===== config.mk =====
export PLATFORM = sky130hd
export DESIGN_NAME = rx_frame_stats
export DESIGN_NICKNAME = d
export VERILOG_FILES = /design/src/rtl/rxs_pkg.sv /design/src/rtl/rxs_classifier.sv /design/src/rtl/rxs_sat_counter.sv /design/src/rtl/rxs_read_port.sv /design/src/rtl/rx_frame_stats.sv
export SDC_FILE = /design/constraint.sdc
export NUM_CORES = 1
export LEC_CHECK = 0
export BUFFER_PORTS_ARGS = -buffer_cell sky130_fd_sc_hd__buf_2
export CAP_MARGIN = 20
export CORE_ASPECT_RATIO = 0.6
export CORE_UTILIZATION = 25
export CTS_CLUSTER_SIZE = 14
export DETAILED_ROUTE_END_ITERATION = 7
export REMOVE_ABC_BUFFERS = 1
export SLEW_MARGIN = 0
export SYNTH_ARGS = -nofsm -noshare
export SYNTH_HDL_FRONTEND = slang
export SYNTH_HIERARCHICAL = 1
export SYNTH_SLANG_ARGS = --single-unit

===== constraint.sdc =====
create_clock -name clk -period 5.7 [get_ports clk]
set_input_delay 1.14 -clock clk [delete_from_list [all_inputs] [get_ports clk]]
set_output_delay 1.14 -clock clk [all_outputs]
set_load 0.05 [all_outputs]

===== src/rtl/rxs_pkg.sv =====
package rxs_pkg;

    localparam int NUM_CNT = 8;

    typedef enum logic [2:0] {
        CNT_GOOD    = 3'd0,
        CNT_FCS     = 3'd1,
        CNT_ALIGN   = 3'd2,
        CNT_CODE    = 3'd3,
        CNT_LONG    = 3'd4,
        CNT_JABBER  = 3'd5,
        CNT_SHORT   = 3'd6,
        CNT_DISCARD = 3'd7
    } cnt_sel_e;

    typedef struct packed {
        logic dribble;
        logic crc_bad;
        logic rxer;
        logic addr_hit;
        logic buf_avail;
    } frame_flags_t;

    typedef struct packed {
        logic in_short;
        logic in_mid;
        logic in_long;
        logic code_err;
        logic any_err;
    } frame_class_t;

endpackage


===== src/rtl/rxs_classifier.sv =====
module rxs_classifier
    import rxs_pkg::*;
#(
    parameter int LEN_W   = 16,
    parameter int MIN_LEN = 64,
    parameter int MAX_LEN = 1518
) (
    input  logic               clk,
    input  logic               rst_n,
    input  logic               valid,
    input  logic [LEN_W-1:0]   len,
    input  frame_flags_t       flags,
    output logic [NUM_CNT-1:0] bump
);

    localparam logic [LEN_W-1:0] LO_LEN = LEN_W'(MIN_LEN);
    localparam logic [LEN_W-1:0] HI_LEN = LEN_W'(MAX_LEN);

    frame_class_t cls;

    always_comb begin
        cls.in_short = (len < LO_LEN);
        cls.in_long  = (len > HI_LEN);
        cls.in_mid   = !cls.in_short && !cls.in_long;
        cls.code_err = flags.addr_hit && flags.rxer;
        cls.any_err  = flags.crc_bad || flags.rxer;
    end

    always_comb begin
        bump = '0;
        if (valid) begin
            if (cls.code_err) begin
                bump[CNT_CODE] = 1'b1;
            end else begin
                if (flags.addr_hit && cls.in_mid) begin
                    if (!flags.crc_bad)
                        bump[CNT_GOOD] = 1'b1;
                    else if (flags.dribble)
                        bump[CNT_ALIGN] = 1'b1;
                    else
                        bump[CNT_FCS] = 1'b1;
                end
                if (cls.in_long) begin
                    if (cls.any_err)
                        bump[CNT_JABBER] = 1'b1;
                    else
                        bump[CNT_LONG] = 1'b1;
                end
                if (cls.in_short && !cls.any_err)
                    bump[CNT_SHORT] = 1'b1;
                if (flags.addr_hit && !flags.buf_avail)
                    bump[CNT_DISCARD] = 1'b1;
            end
        end
    end

    // a code error moves only its own counter
    assert_code_exclusive_R4: assert property (@(posedge clk) disable iff (!rst_n)
        (valid && flags.addr_hit && flags.rxer) |-> (bump == (NUM_CNT'(1) << CNT_CODE)));

    // a frame the address filter rejected leaves the address-qualified counters alone
    assert_no_addr_R13: assert property (@(posedge clk) disable iff (!rst_n)
        (valid && !flags.addr_hit) |-> (!bump[CNT_GOOD] && !bump[CNT_FCS] && !bump[CNT_ALIGN]
                                        && !bump[CNT_CODE] && !bump[CNT_DISCARD]));

    // no increments without a status strobe
    assert_idle_R1: assert property (@(posedge clk) disable iff (!rst_n)
        !valid |-> (bump == '0));

    // the three mid-band categories never fire together
    assert_mid_onehot_R2: assert property (@(posedge clk) disable iff (!rst_n)
        $onehot0({bump[CNT_GOOD], bump[CNT_FCS], bump[CNT_ALIGN]}));

endmodule


===== src/rtl/rxs_sat_counter.sv =====
module rxs_sat_counter #(
    parameter int W     = 8,
    parameter int OUT_W = 32
) (
    input  logic             clk,
    input  logic             rst_n,
    input  logic             inc,
    input  logic             clr,
    output logic [OUT_W-1:0] value
);

    typedef struct packed {
        logic [W-1:0] count;
    } cnt_state_t;

    cnt_state_t st_d, st_q;

    always_comb begin
        st_d = st_q;
        if (clr)
            st_d.count = inc ? W'(1) : '0;
        else if (inc && (st_q.count != {W{1'b1}}))
            st_d.count = st_q.count + W'(1);
    end

    always_ff @(posedge clk or negedge rst_n) begin
        if (!rst_n) st_q <= '0;
        else        st_q <= st_d;
    end

    assign value = OUT_W'(st_q.count);

    // a saturated counter sticks until cleared
    assert_sat_hold_R9: assert property (@(posedge clk) disable iff (!rst_n)
        (!clr && (st_q.count == {W{1'b1}})) |=> (st_q.count == {W{1'b1}}));

    // a clearing read with no increment leaves zero
    assert_clear_R10: assert property (@(posedge clk) disable iff (!rst_n)
        (clr && !inc) |=> (st_q.count == '0));

    // increment during a clear leaves one
    assert_clear_inc_R12: assert property (@(posedge clk) disable iff (!rst_n)
        (clr && inc) |=> (st_q.count == W'(1)));

    // an unsaturated counter steps by exactly one
    assert_step_R1: assert property (@(posedge clk) disable iff (!rst_n)
        (!clr && inc && (st_q.count != {W{1'b1}})) |=> (st_q.count == $past(st_q.count) + W'(1)));

endmodule


===== src/rtl/rxs_read_port.sv =====
module rxs_read_port #(
    parameter int NUM = 8,
    parameter int DW  = 32,
    parameter int AW  = 4
) (
    input  logic                   clk,
    input  logic                   rst_n,
    input  logic                   rd_en,
    input  logic [AW-1:0]          rd_addr,
    input  logic [NUM-1:0][DW-1:0] values,
    output logic [NUM-1:0]         clr,
    output logic [DW-1:0]          rd_data
);

    typedef struct packed {
        logic [DW-1:0] data;
    } rd_state_t;

    rd_state_t rs_d, rs_q;
    logic      mapped;

    always_comb begin
        mapped = (int'(rd_addr) < NUM);
        clr    = '0;
        rs_d   = rs_q;
        if (rd_en) begin
            rs_d.data = '0;
            for (int i = 0; i < NUM; i++) begin
                if (int'(rd_addr) == i) begin
                    clr[i]    = 1'b1;
                    rs_d.data = values[i];
                end
            end
        end
    end

    always_ff @(posedge clk or negedge rst_n) begin
        if (!rst_n) rs_q <= '0;
        else        rs_q <= rs_d;
    end

    assign rd_data = rs_q.data;

    // unmapped read returns zero and clears nothing
    assert_unmapped_zero_R11: assert property (@(posedge clk) disable iff (!rst_n)
        (rd_en && !mapped) |=> (rd_data == '0));
    assert_unmapped_noclr_R11: assert property (@(posedge clk) disable iff (!rst_n)
        (rd_en && !mapped) |-> (clr == '0));

    // at most one counter cleared per cycle, and read data holds when idle
    assert_one_clear_R10: assert property (@(posedge clk) disable iff (!rst_n)
        $onehot0(clr));
    assert_hold_R10: assert property (@(posedge clk) disable iff (!rst_n)
        !rd_en |=> $stable(rd_data));

endmodule


===== src/rtl/rx_frame_stats.sv =====
module rx_frame_stats
    import rxs_pkg::*;
#(
    parameter int LEN_W      = 16,
    parameter int MIN_LEN    = 64,
    parameter int MAX_LEN    = 1518,
    parameter int GOOD_W     = 24,
    parameter int ERR_W      = 8,
    parameter int DISCARD_W  = 16,
    parameter int RD_AW      = 4,
    parameter int RD_DW      = 32
) (
    input  logic             clk,
    input  logic             rst_n,
    input  logic             fe_valid,
    input  logic [LEN_W-1:0] fe_len,
    input  logic             fe_dribble,
    input  logic             fe_crc_bad,
    input  logic             fe_rxer,
    input  logic             fe_addr_hit,
    input  logic             fe_buf_avail,
    input  logic             rd_en,
    input  logic [RD_AW-1:0] rd_addr,
    output logic [RD_DW-1:0] rd_data
);

    frame_flags_t                  flags;
    logic [NUM_CNT-1:0]            bump;
    logic [NUM_CNT-1:0]            clr;
    logic [NUM_CNT-1:0][RD_DW-1:0] values;

    assign flags = '{dribble:   fe_dribble,
                     crc_bad:   fe_crc_bad,
                     rxer:      fe_rxer,
                     addr_hit:  fe_addr_hit,
                     buf_avail: fe_buf_avail};

    rxs_classifier #(
        .LEN_W   (LEN_W),
        .MIN_LEN (MIN_LEN),
        .MAX_LEN (MAX_LEN)
    ) i_classifier (
        .clk   (clk),
        .rst_n (rst_n),
        .valid (fe_valid),
        .len   (fe_len),
        .flags (flags),
        .bump  (bump)
    );

    for (genvar g = 0; g < NUM_CNT; g++) begin : g_cnt
        localparam int CW = (g == int'(CNT_GOOD))    ? GOOD_W :
                            (g == int'(CNT_DISCARD)) ? DISCARD_W : ERR_W;
        rxs_sat_counter #(
            .W     (CW),
            .OUT_W (RD_DW)
        ) i_cnt (
            .clk   (clk),
            .rst_n (rst_n),
            .inc   (bump[g]),
            .clr   (clr[g]),
            .value (values[g])
        );
    end

    rxs_read_port #(
        .NUM (NUM_CNT),
        .DW  (RD_DW),
        .AW  (RD_AW)
    ) i_read_port (
        .clk     (clk),
        .rst_n   (rst_n),
        .rd_en   (rd_en),
        .rd_addr (rd_addr),
        .values  (values),
        .clr     (clr),
        .rd_data (rd_data)
    );

endmodule


# After elaboration in Yosys (flattened, before gate mapping)
# Index checks and enable logic that the tools add are counted.
# word_totals
regBits	120
input_bits	29
elab_cells	116
# op_classes
n_addsub	8
order_cmp	2
eq_ne	15
muxes	55
reduce_logical	27
# ops
operator	n
24-bit 2-to-1 mux	10
8-bit 2-to-1 mux	14
8-bit by 1-bit adder with 8-bit output, second input constant	6
8-bit != test, second input constant	6
16-bit 2-to-1 mux	2
24-bit by 1-bit adder with 24-bit output, second input constant	1
1-bit 2-to-1 mux	24
24-bit != test, second input constant	1
16-bit by 1-bit adder with 16-bit output, second input constant	1
4-bit == test, second input constant	4
16-bit by 11-bit > comparator with 1-bit output, second input constant	1
16-bit by 7-bit less-than comparator with 1-bit output, second input constant	1
16-bit != test, second input constant	1
2-bit nonzero test	8
1-bit logical AND	13
4-bit by 3-bit == test with 1-bit output, second input constant	2
3-bit 2-to-1 mux	2
4-bit by 2-bit == test with 1-bit output, second input constant	1
1-bit logical NOT	4
4-bit logical NOT	1
2-bit 2-to-1 mux	2
4-bit 2-to-1 mux	1
1-bit logical OR	1

# Longest topological paths before layout
# Gate-level depths: netlist of run 1.
# logic_depth
word_depth	10
depth_mapped	9
ltp_nobuf	8

# By module
# Netlist of run 1, hierarchy kept.
# modules_own_cells
module	n_inst	cells_per_inst	area_each_um2	seq_area_each_um2
rxs_read_port	1	527	4112.7	800.8
rxs_sat_counter (g_cnt[1].i_cnt ...)	6	72	656.9	200.2
rxs_sat_counter (g_cnt[0].i_cnt)	1	154	1411.4	600.6
rxs_sat_counter (g_cnt[7].i_cnt)	1	119	1083.5	400.4
rxs_classifier	1	30	203.9	0.0

# Least setup slack after synthesis of run 1
# No wires, ideal clock.
# synth_path
path_kind	input -> register
startpoint	input fe_len[12]
endpoint	register g_cnt[0].i_cnt/st_q[17] in the netlist's numbering
setup_ns	0.077
arrival_time_ns	3.716
required_ns	5.623
slack_ns	1.907
path_stages	9
n_path_buf	1
path_cell_list	or4_4 or2_0 or4_1 a21oi_1 and4_2 o211ai_2 buf_6 or3_1 a21oi_1
# synth_via
elab_chain_len	9
# synth_rtl
element	line_no	rtl
start, declared	rx_frame_stats.sv:16	input logic [LEN_W-1:0] fe_len,
16-bit by 7-bit less-than comparator with 1-bit output or 16-bit by 11-bit > comparator with 1-bit output (tied branches)	rxs_classifier.sv:22, rxs_classifier.sv:23	
1-bit logical NOT	rxs_classifier.sv:24	cls.in_mid = !cls.in_short && !cls.in_long;
1-bit logical AND *	rxs_classifier.sv:24	
1-bit logical AND *	rxs_classifier.sv:35	if (flags.addr_hit && cls.in_mid) begin
3-bit 2-to-1 mux *	rxs_classifier.sv:35	
3-bit 2-to-1 mux *	rxs_classifier.sv:32	if (cls.code_err) begin
8-bit 2-to-1 mux *	rxs_classifier.sv:31	if (valid) begin
via bump[0]	rx_frame_stats.sv:28	logic [NUM_CNT-1:0] bump;
1-bit logical AND *	rxs_sat_counter.sv:22	else if (inc && (st_q.count != {W{1'b1}}))
2-bit nonzero test (no line) *	-	
end signal, assigned	rxs_sat_counter.sv:28	else st_q <= st_d;
end, declared	rxs_sat_counter.sv:16	cnt_state_t st_d, st_q;
# Mark *: on every way through the listed nets, which the timed path passes. The rest lies on a longest branch.
# A chain may end at the register's enable or synchronous reset.

# Worst setup path in the final report of run 1
# layout_path
startpoint	input fe_len[12]
endpoint	register g_cnt[0].i_cnt/st_q[21] in the netlist's numbering
# The elaborated chain is that of the path after synthesis.

==> results_dict.tcl, run 1 <==
set metrics [dict create \
    crit_buf_inv 2 \
    place_hpwl_mm 17.93 \
    fill_cells 4500 \
    fin_setup_tns_ns 0 \
    finalWirelength_mm 26.05 \
    synthDominantCellAreaShare_pct 27.93 \
    total_power_uw 2700 \
    grt_max_degree 99 \
    cts_max_level 4 \
    crit_chain "buf_2 -> or4_4 -> or2_0 -> or4_1 -> a21oi_1 -> buf_4 -> and4_2 -> o211ai_2 -> or3_1 -> a21oi_1" \
    drcViolationCount 0 \
    seq_area_frac_synth_pct 27.93 \
    synth_cells 1262 \
    dieArea_um2 43870 \
    synth_area_um2 10750 \
    power.leakage_uw 0.004851 \
    synthTopCellsByArea "dfrtp_1, buf_4, mux2i_1" \
    peakVddDrop_v 0.0001833 \
    antenna_cells 0 \
    area_growth_syn_to_layout_pct 5.981 \
    ys.flop_type "dfrtp_1" \
    status "completed" \
    crit_type "in2reg" \
    core.rowCount 58 \
    tightest_slew_ns 0.9289 \
    ctsResizeCount 0 \
    maxCapViolCount 0 \
    grt_pass1_vias 7969 \
    gr-total-overflow 0 \
    regToRegSetupSlack_ns 3.67 \
    synth_area_leader_cell "dfrtp_1" \
    hold_viol 0 \
    synth_warnings 6 \
    slowest_stage "or4_4" \
    finalNetCount 1306 \
    finalClockSkew_ns 0.008775 \
    crit_fanout 12 \
    cts_buffer_depth 2 \
    start_kind "input port" \
    cts-buffers-inserted 17 \
    clock.fmax_mhz 281.2 \
    slew_headroom_pct 38.07 \
    start_util_pct 25.50 \
    cts_num_sinks 120 \
    worstPathArrival_ns 3.90 \
    path_clk_slew_ns 0.06 \
    setup_viol 0 \
    coreArea_um2 42160 \
    port_buffers 60 \
    crit_path_end_kind "flop" \
    synth-async-reset-ratio_pct 100.0 \
    synth-seq-cells 120 \
    drtIter0Drc 695 \
    routabilityCongestion 0.8183 \
    p_per_area_nw_per_um2 237.0 \
    grt_antenna_before_repair 0 \
    cts_tree "yes" \
    cp_slowest_stage_delay_ns 0.53 \
    path_common_cell "a21oi_1" \
    slew_viol_final 0 \
    cts_setup_buffers 0 \
    grt_pass1_wl_mm 42.90 \
    worst-endpoint-required_ns 6.04 \
    grtUsageTotal_pct 12.08 \
    die_h_um 162.6 \
    rsz0062_at_grt "false" \
    synth-edff-count 0 \
    clock-root-buffer "clkbuf_16" \
    dr.pass1.iters 5 \
    wire_per_inst_um 14.06 \
    fin_crit_sh_pct 62.40 \
    ant_nets 0 \
    pin_count 61 \
    vias_per_cell 4.647 \
    die_x_um 269.7 \
    yosys.cell_types.count 72 \
    drive_gt1_share_pct 15.13 \
    crit_family "simple AND/OR/NAND/NOR gates" \
    insertion_delay_ns 0.43 \
    final.min_clock_period_ns 3.557 \
    hp-class "reg2reg" \
    synth.avg_cell_area_um2 8.520 \
    vias 8607 \
    hold_buffers 0 \
]
==> metrics by stage <==
step | hold slack, ns | area, um2 | worst slack [ns] | util (%) | std cells
2_1_floorplan | 0.4730 | 9617 | 1.920 | - | 1174
3_3_place_gp | 0.4941 | 10760 | 1.749 | 25.51 | 1817
3_5_place_dp | 0.4913 | 10760 | 1.705 | 25.51 | 1817
4_1_cts | 0.5073 | 11350 | 2.152 | 26.93 | 1849
5_1_grt | 0.5176 | 11400 | 2.020 | 27.03 | 1852
6_report | 0.5038 | 11400 | 2.143 | 27.03 | 1852
==> worst register-to-register path, stage by stage (launching register included) <==
cell	delay, ns
dfrtp_1	0.41
ha_1	0.23
and4_1	0.37
nand4_2	0.21
o21ai_2	0.40
mux2i_1	0.24
nor2_1	0.05
==> layout by cell type (no fill, tap or decap), drive strengths merged, types with 16 or more instances in the layout <==
cell type and instances:
nand2b 35, or3 21, conb 168, buf 74, mux2 36, and3 17, inv 21, nand2 54
mux2i 71, clkbuf 21, nor2 29, a21oi 115, dfrtp 120, nand4 27, o21ai 70, nand3 64
nor3b 16, nor3 64, a2bb2oi 18, a211oi 40, nor2b 54
==> flip-flops by register name, summed over array words and instances (netlist names) <==
signal and flops:
i_read_port/rd_data 32, g_cnt.i_cnt/st_q 88
==> kinds of logic (layout without fill, tap and decap cells) <==
logic type / count (synthesis) / in the layout / synth area share [%]
compound gates: 310 / 310 / 18.61
xor+xnor: 5 / 5 / 0.4073
fa+ha+maj: 8 / 8 / 0.9309
buf+inv: 269 / 129 / 16.88
flops: 120 / 120 / 27.93
mux: 109 / 109 / 10.80
other cells: 8 / 168 / 0.2793
simple gates: 433 / 433 / 24.17
==> routing by layer <==
| layer | wire [um] | up-vias | global-route usage [%] |
|---|---|---|---|
| met4 | 272 | 0 | 2.763 |
| met5 | 0 | - | 0 |
| li1 | - | 4319 | - |
| met2 | 11460 | 128 | 18.35 |
| met3 | 923 | 18 | 2.536 |
| met1 | 13390 | 4142 | 17.38 |
==> power breakdown <==
group          internal [uW]  switching [uW]  leakage [uW]
Sequential               934             118       0.00162
Clock                    694             415      0.000285
Combinational            192             347       0.00295
Total                   1820             880       0.00485
==> final timing paths <==
path | cells past startpoint | startpoint | end
max reg2reg | 6 | g_cnt[0].i_cnt/st_q[0] | g_cnt[0].i_cnt/st_q[1]
min reg2reg | 2 | i_read_port/rd_data[29] | i_read_port/rd_data[29]
max | 10 | fe_len[12] | g_cnt[0].i_cnt/st_q[21]
max in group asynchronous | 2 | rst_n | g_cnt[0].i_cnt/st_q[1]
min in group asynchronous | 1 | rst_n | g_cnt[5].i_cnt/st_q[2]
min | 2 | i_read_port/rd_data[29] | i_read_port/rd_data[29]
==> area by class of cell <==
class	instances	area (um2)	area share (%)
multi-input combinational	1033	6540	57.39
sequential	120	3003	26.35
timing repair buffer	76	464.2	4.073
clock inverter	13	153.9	1.350
tap	570	713.2	6.258
clock buffer	19	442.9	3.887
inverter	21	78.83	0.6917
==> synthesized netlist by cell type (6+ instances only) <==
library cell    n
dfrtp_1       120
nand4_2         8
and4_4          7
o211ai_1       12
a21boi_2        6
nand2_1        54
a211oi_1       39
nand3_1        63
nor3_1         63
o21ai_0        58
or3_1          21
a211o_1         6
buf_6          13
a41oi_1         7
o31ai_1         7
inv_1          21
ha_1            8
clkbuf_1       23
o21ai_1        11
buf_4         178
or4_1          12
a2bb2oi_1      18
mux2_2         35
nand4_1        18
and3_1         14
nor3b_1        16
a311oi_1        6
and4bb_2        6
nor2b_1        54
conb_1          8
nand2b_1       35
nor2_1         29
a2111oi_2       6
mux2i_1        71
a21oi_1       115
buf_2          32
Note: power is estimated with default switching activity, not from simulation.
==> inputs of run 2 (changes only) <==
--- a/config.mk
+++ b/config.mk
@@ -5,6 +5,7 @@
 export SDC_FILE = /design/constraint.sdc
 export NUM_CORES = 1
 export LEC_CHECK = 0
+export ABC_AREA = 1
 export BUFFER_PORTS_ARGS = -buffer_cell sky130_fd_sc_hd__buf_2
 export CAP_MARGIN = 20
 export CORE_ASPECT_RATIO = 0.6
==> constraint.sdc (replaced) <==
create_clock -name clk -period 3.12 [get_ports clk]
set_input_delay 0.624 -clock clk [delete_from_list [all_inputs] [get_ports clk]]
set_output_delay 0.624 -clock clk [all_outputs]
set_load 0.05 [all_outputs]
==> run 2 against run 1 <==
Net effect:
- largest cell class unchanged
- global-route usage increased by 1.4 points
- synthesized cell count increased by 34%
- area after synthesis unchanged
- critical endpoint is now g_cnt[3].i_cnt/st_q[4]
- critical path depth down 3
- count of clock-buffer cells in the layout is 2 lower
==> results_dict.tcl, run 2 <==
set metrics [dict create \
    status "completed" \
    vias 9910 \
    hold_buffers 0 \
    fin_area_um2 11720 \
    seq_area_frac_synth_pct 27.93 \
    synth_xor_area_share_pct 1.140 \
    drcViolationCount 0 \
    slew_viol_final 0 \
    worst-endpoint-required_ns 3.43 \
    finalWirelength_mm 29.28 \
    ys.flop_type "dfrtp_1" \
    grt_antenna_before_repair 1 \
    setup_ws_ns 0.9544 \
    maxCapViolCount 0 \
    p_per_area_nw_per_um2 432.1 \
    grt_pass1_wl_mm 46.91 \
    synthTopCellsByCount "nand2_1, nor2_1, nand3_1, buf_4, inv_1" \
    synth_mux_area_share_pct 0 \
    hold_viol 0 \
    tightest_slew_ns 0.8395 \
    routabilityCongestion 0.9033 \
    clock-root-buffer "clkbuf_16" \
    synth-seq-cells 120 \
    setup_viol 0 \
    gr-total-overflow 0 \
    yosysMostFrequentCell "nand2_1" \
    core.rowCount 58 \
    drtIter0Drc 872 \
    rsz0062_at_grt "false" \
    largest_register "g_cnt.i_cnt/st_q" \
    synth-async-reset-ratio_pct 100.0 \
    cts_tree "yes" \
    crit_fanout 15 \
    placed_area_um2 11120 \
    slew_headroom_pct 43.85 \
    yosys.cell_types.count 37 \
    reg2reg_depth 11 \
    die_h_um 162.6 \
    synth_cells 1690 \
    place_hpwl_mm 21.96 \
    crit_type "in2reg" \
    drive_gt1_share_pct 12.05 \
    grt_pass1_vias 8646 \
    path_clk_slew_ns 0.07 \
    start_util_pct 25.50 \
    cts_buffer_depth 2 \
    synthDominantCellAreaShare_pct 27.93 \
    r2r_start "g_cnt[0].i_cnt/st_q[1]" \
    preCtsSetupSlack_ns 0.5636 \
    cts_setup_buffers 0 \
    final_cell_mix "nand2_1, nor2_1, nand3_1, conb_1, inv_1" \
    power.leakage_uw 0.006261 \
    final.min_clock_period_ns 2.166 \
    insertion_delay_ns 0.44 \
    synthTopCellsByArea "dfrtp_1, nand2_1, buf_4" \
    synth_warnings 6 \
    cts-buffers-inserted 17 \
    synthAdderAreaFrac_pct 0.9309 \
    finalNetCount 1775 \
    reg2reg_to "g_cnt[0].i_cnt/st_q[3]" \
    port_buffers 60 \
    start_kind "input port" \
    area_growth_syn_to_layout_pct 9.006 \
    antenna_cells 0 \
    ctsResizeCount 0 \
    peakVddDrop_v 0.0003493 \
    hp-class "in2async" \
    finalClockSkew_ns 0.01593 \
    ant_nets 0 \
    synth-edff-count 0 \
    dieArea_um2 43870 \
    vias_per_cell 4.270 \
    largest_reg_flops 88 \
    yosys.area_share.simple_pct 42.23 \
    cts_num_sinks 120 \
    synth_top_family_by_area "simple AND/OR/NAND/NOR gates" \
    coreArea_um2 42160 \
    final_common_cell "nand2_1" \
    regToRegSetupSlack_ns 1.27 \
    synth.avg_cell_area_um2 6.363 \
    grtUsageTotal_pct 13.50 \
    crit_path_end_kind "flop" \
    pin_count 61 \
    grt_max_degree 53 \
    die_x_um 269.7 \
    cts_max_level 4 \
    worstPathArrival_ns 2.48 \
    synth_compound_area_share_pct 7.575 \
    synth_area_leader_cell "dfrtp_1" \
    dr.pass1.iters 6 \
    clock.fmax_mhz 461.8 \
    wire_per_inst_um 12.61 \
    fin_crit_sh_pct 69.41 \
    synth_area_um2 10750 \
]
-- run 2: changes by cell type in the layout (fill, tap and decap cells not counted), moves of 39 or more --
cell / change
nor2_1: +215
nand3_1: +139
o21ai_0: -50
a211oi_1: -39
a21oi_1: -89
inv_1: +136
nand2_1: +414
nor2b_1: -54
nor3_1: -53
mux2i_1: -71
-- run 2: final cells by class --
class                           count  area, um2
Fill cell                        4621      30440
Clock buffer                       17      425.4
Tap cell                          570      713.2
Clock inverter                     15      177.7
Sequential cell                   120       3003
Multi-Input combinational cell   1340       6225
Inverter                          172      646.9
Timing Repair Buffer               87      530.5
-- run 2: cells by family (layout without fill, tap and decap cells) --
group                      count (synthesis)  in the layout
and+or+nand+nor                         1025           1025
other                                      8            168
xor gates and xnor gates                  14             14
AOI/OAI and AO/OA                        125            125
buffers and inverters                    390            291
DFF                                      120            120
adders and majority gates                  8              8
-- run 2: worst max path at each step --
stage / start / to / slack [ns] / cells after the start
after floorplan: rd_addr[2] / g_cnt[2].i_cnt/st_q[4] / -0.78 / 6
after global placement: rd_addr[2] / g_cnt[3].i_cnt/st_q[4] / 0.61 / 7
after detailed placement: rd_addr[2] / g_cnt[3].i_cnt/st_q[4] / 0.56 / 7
after CTS: rd_addr[2] / g_cnt[3].i_cnt/st_q[4] / 1.01 / 7
after global routing: fe_len[15] / g_cnt[0].i_cnt/st_q[4] / 0.78 / 12
final: rd_addr[2] / g_cnt[3].i_cnt/st_q[4] / 0.95 / 7
-- run 2: metrics by stage --
| step | setup TNS, ns | util (%) | hold WS (ns) | cells | total power, uW |
|---|---|---|---|---|---|
| floorplan | -18.11 | - | 0.3284 | 1632 | 2640 |
| finish | 0 | 27.80 | 0.2281 | 2321 | 5065 |
| CTS | 0 | 27.80 | 0.2437 | 2321 | 5102 |
| global placement | 0 | 26.37 | 0.4620 | 2289 | 2965 |
| global route | 0 | 27.80 | 0.2700 | 2321 | 5327 |
| detailed placement | 0 | 26.37 | 0.4644 | 2289 | 2992 |
-- run 2: layer usage --
metal | vias to the layer above | global-route usage [%] | share of wire (%)
met4 | 2 | 2.712 | 0.81
met2 | 268 | 18.38 | 39
met5 | - | 0 | 0.027
met3 | 25 | 3.243 | 7.4
li1 | 5095 | - | -
met1 | 4520 | 20.95 | 52
-- run 2: where the power goes --
part | switching, uW | internal (uW) | total [uW] | leakage [uW]
clock network | 880 | 1210 | 2090 | 0.000294
logic | 681 | 307 | 988 | 0.00436
registers | 245 | 1740 | 1990 | 0.00160
-- run 2: critical path: stages --
cell and delay, ns:
buf_2 0.13, nor2_4 0.34, nand3_1 0.28, nor2_1 0.40, clkinv_1 0.40, nand4_1 0.22, o21ai_2 0.07
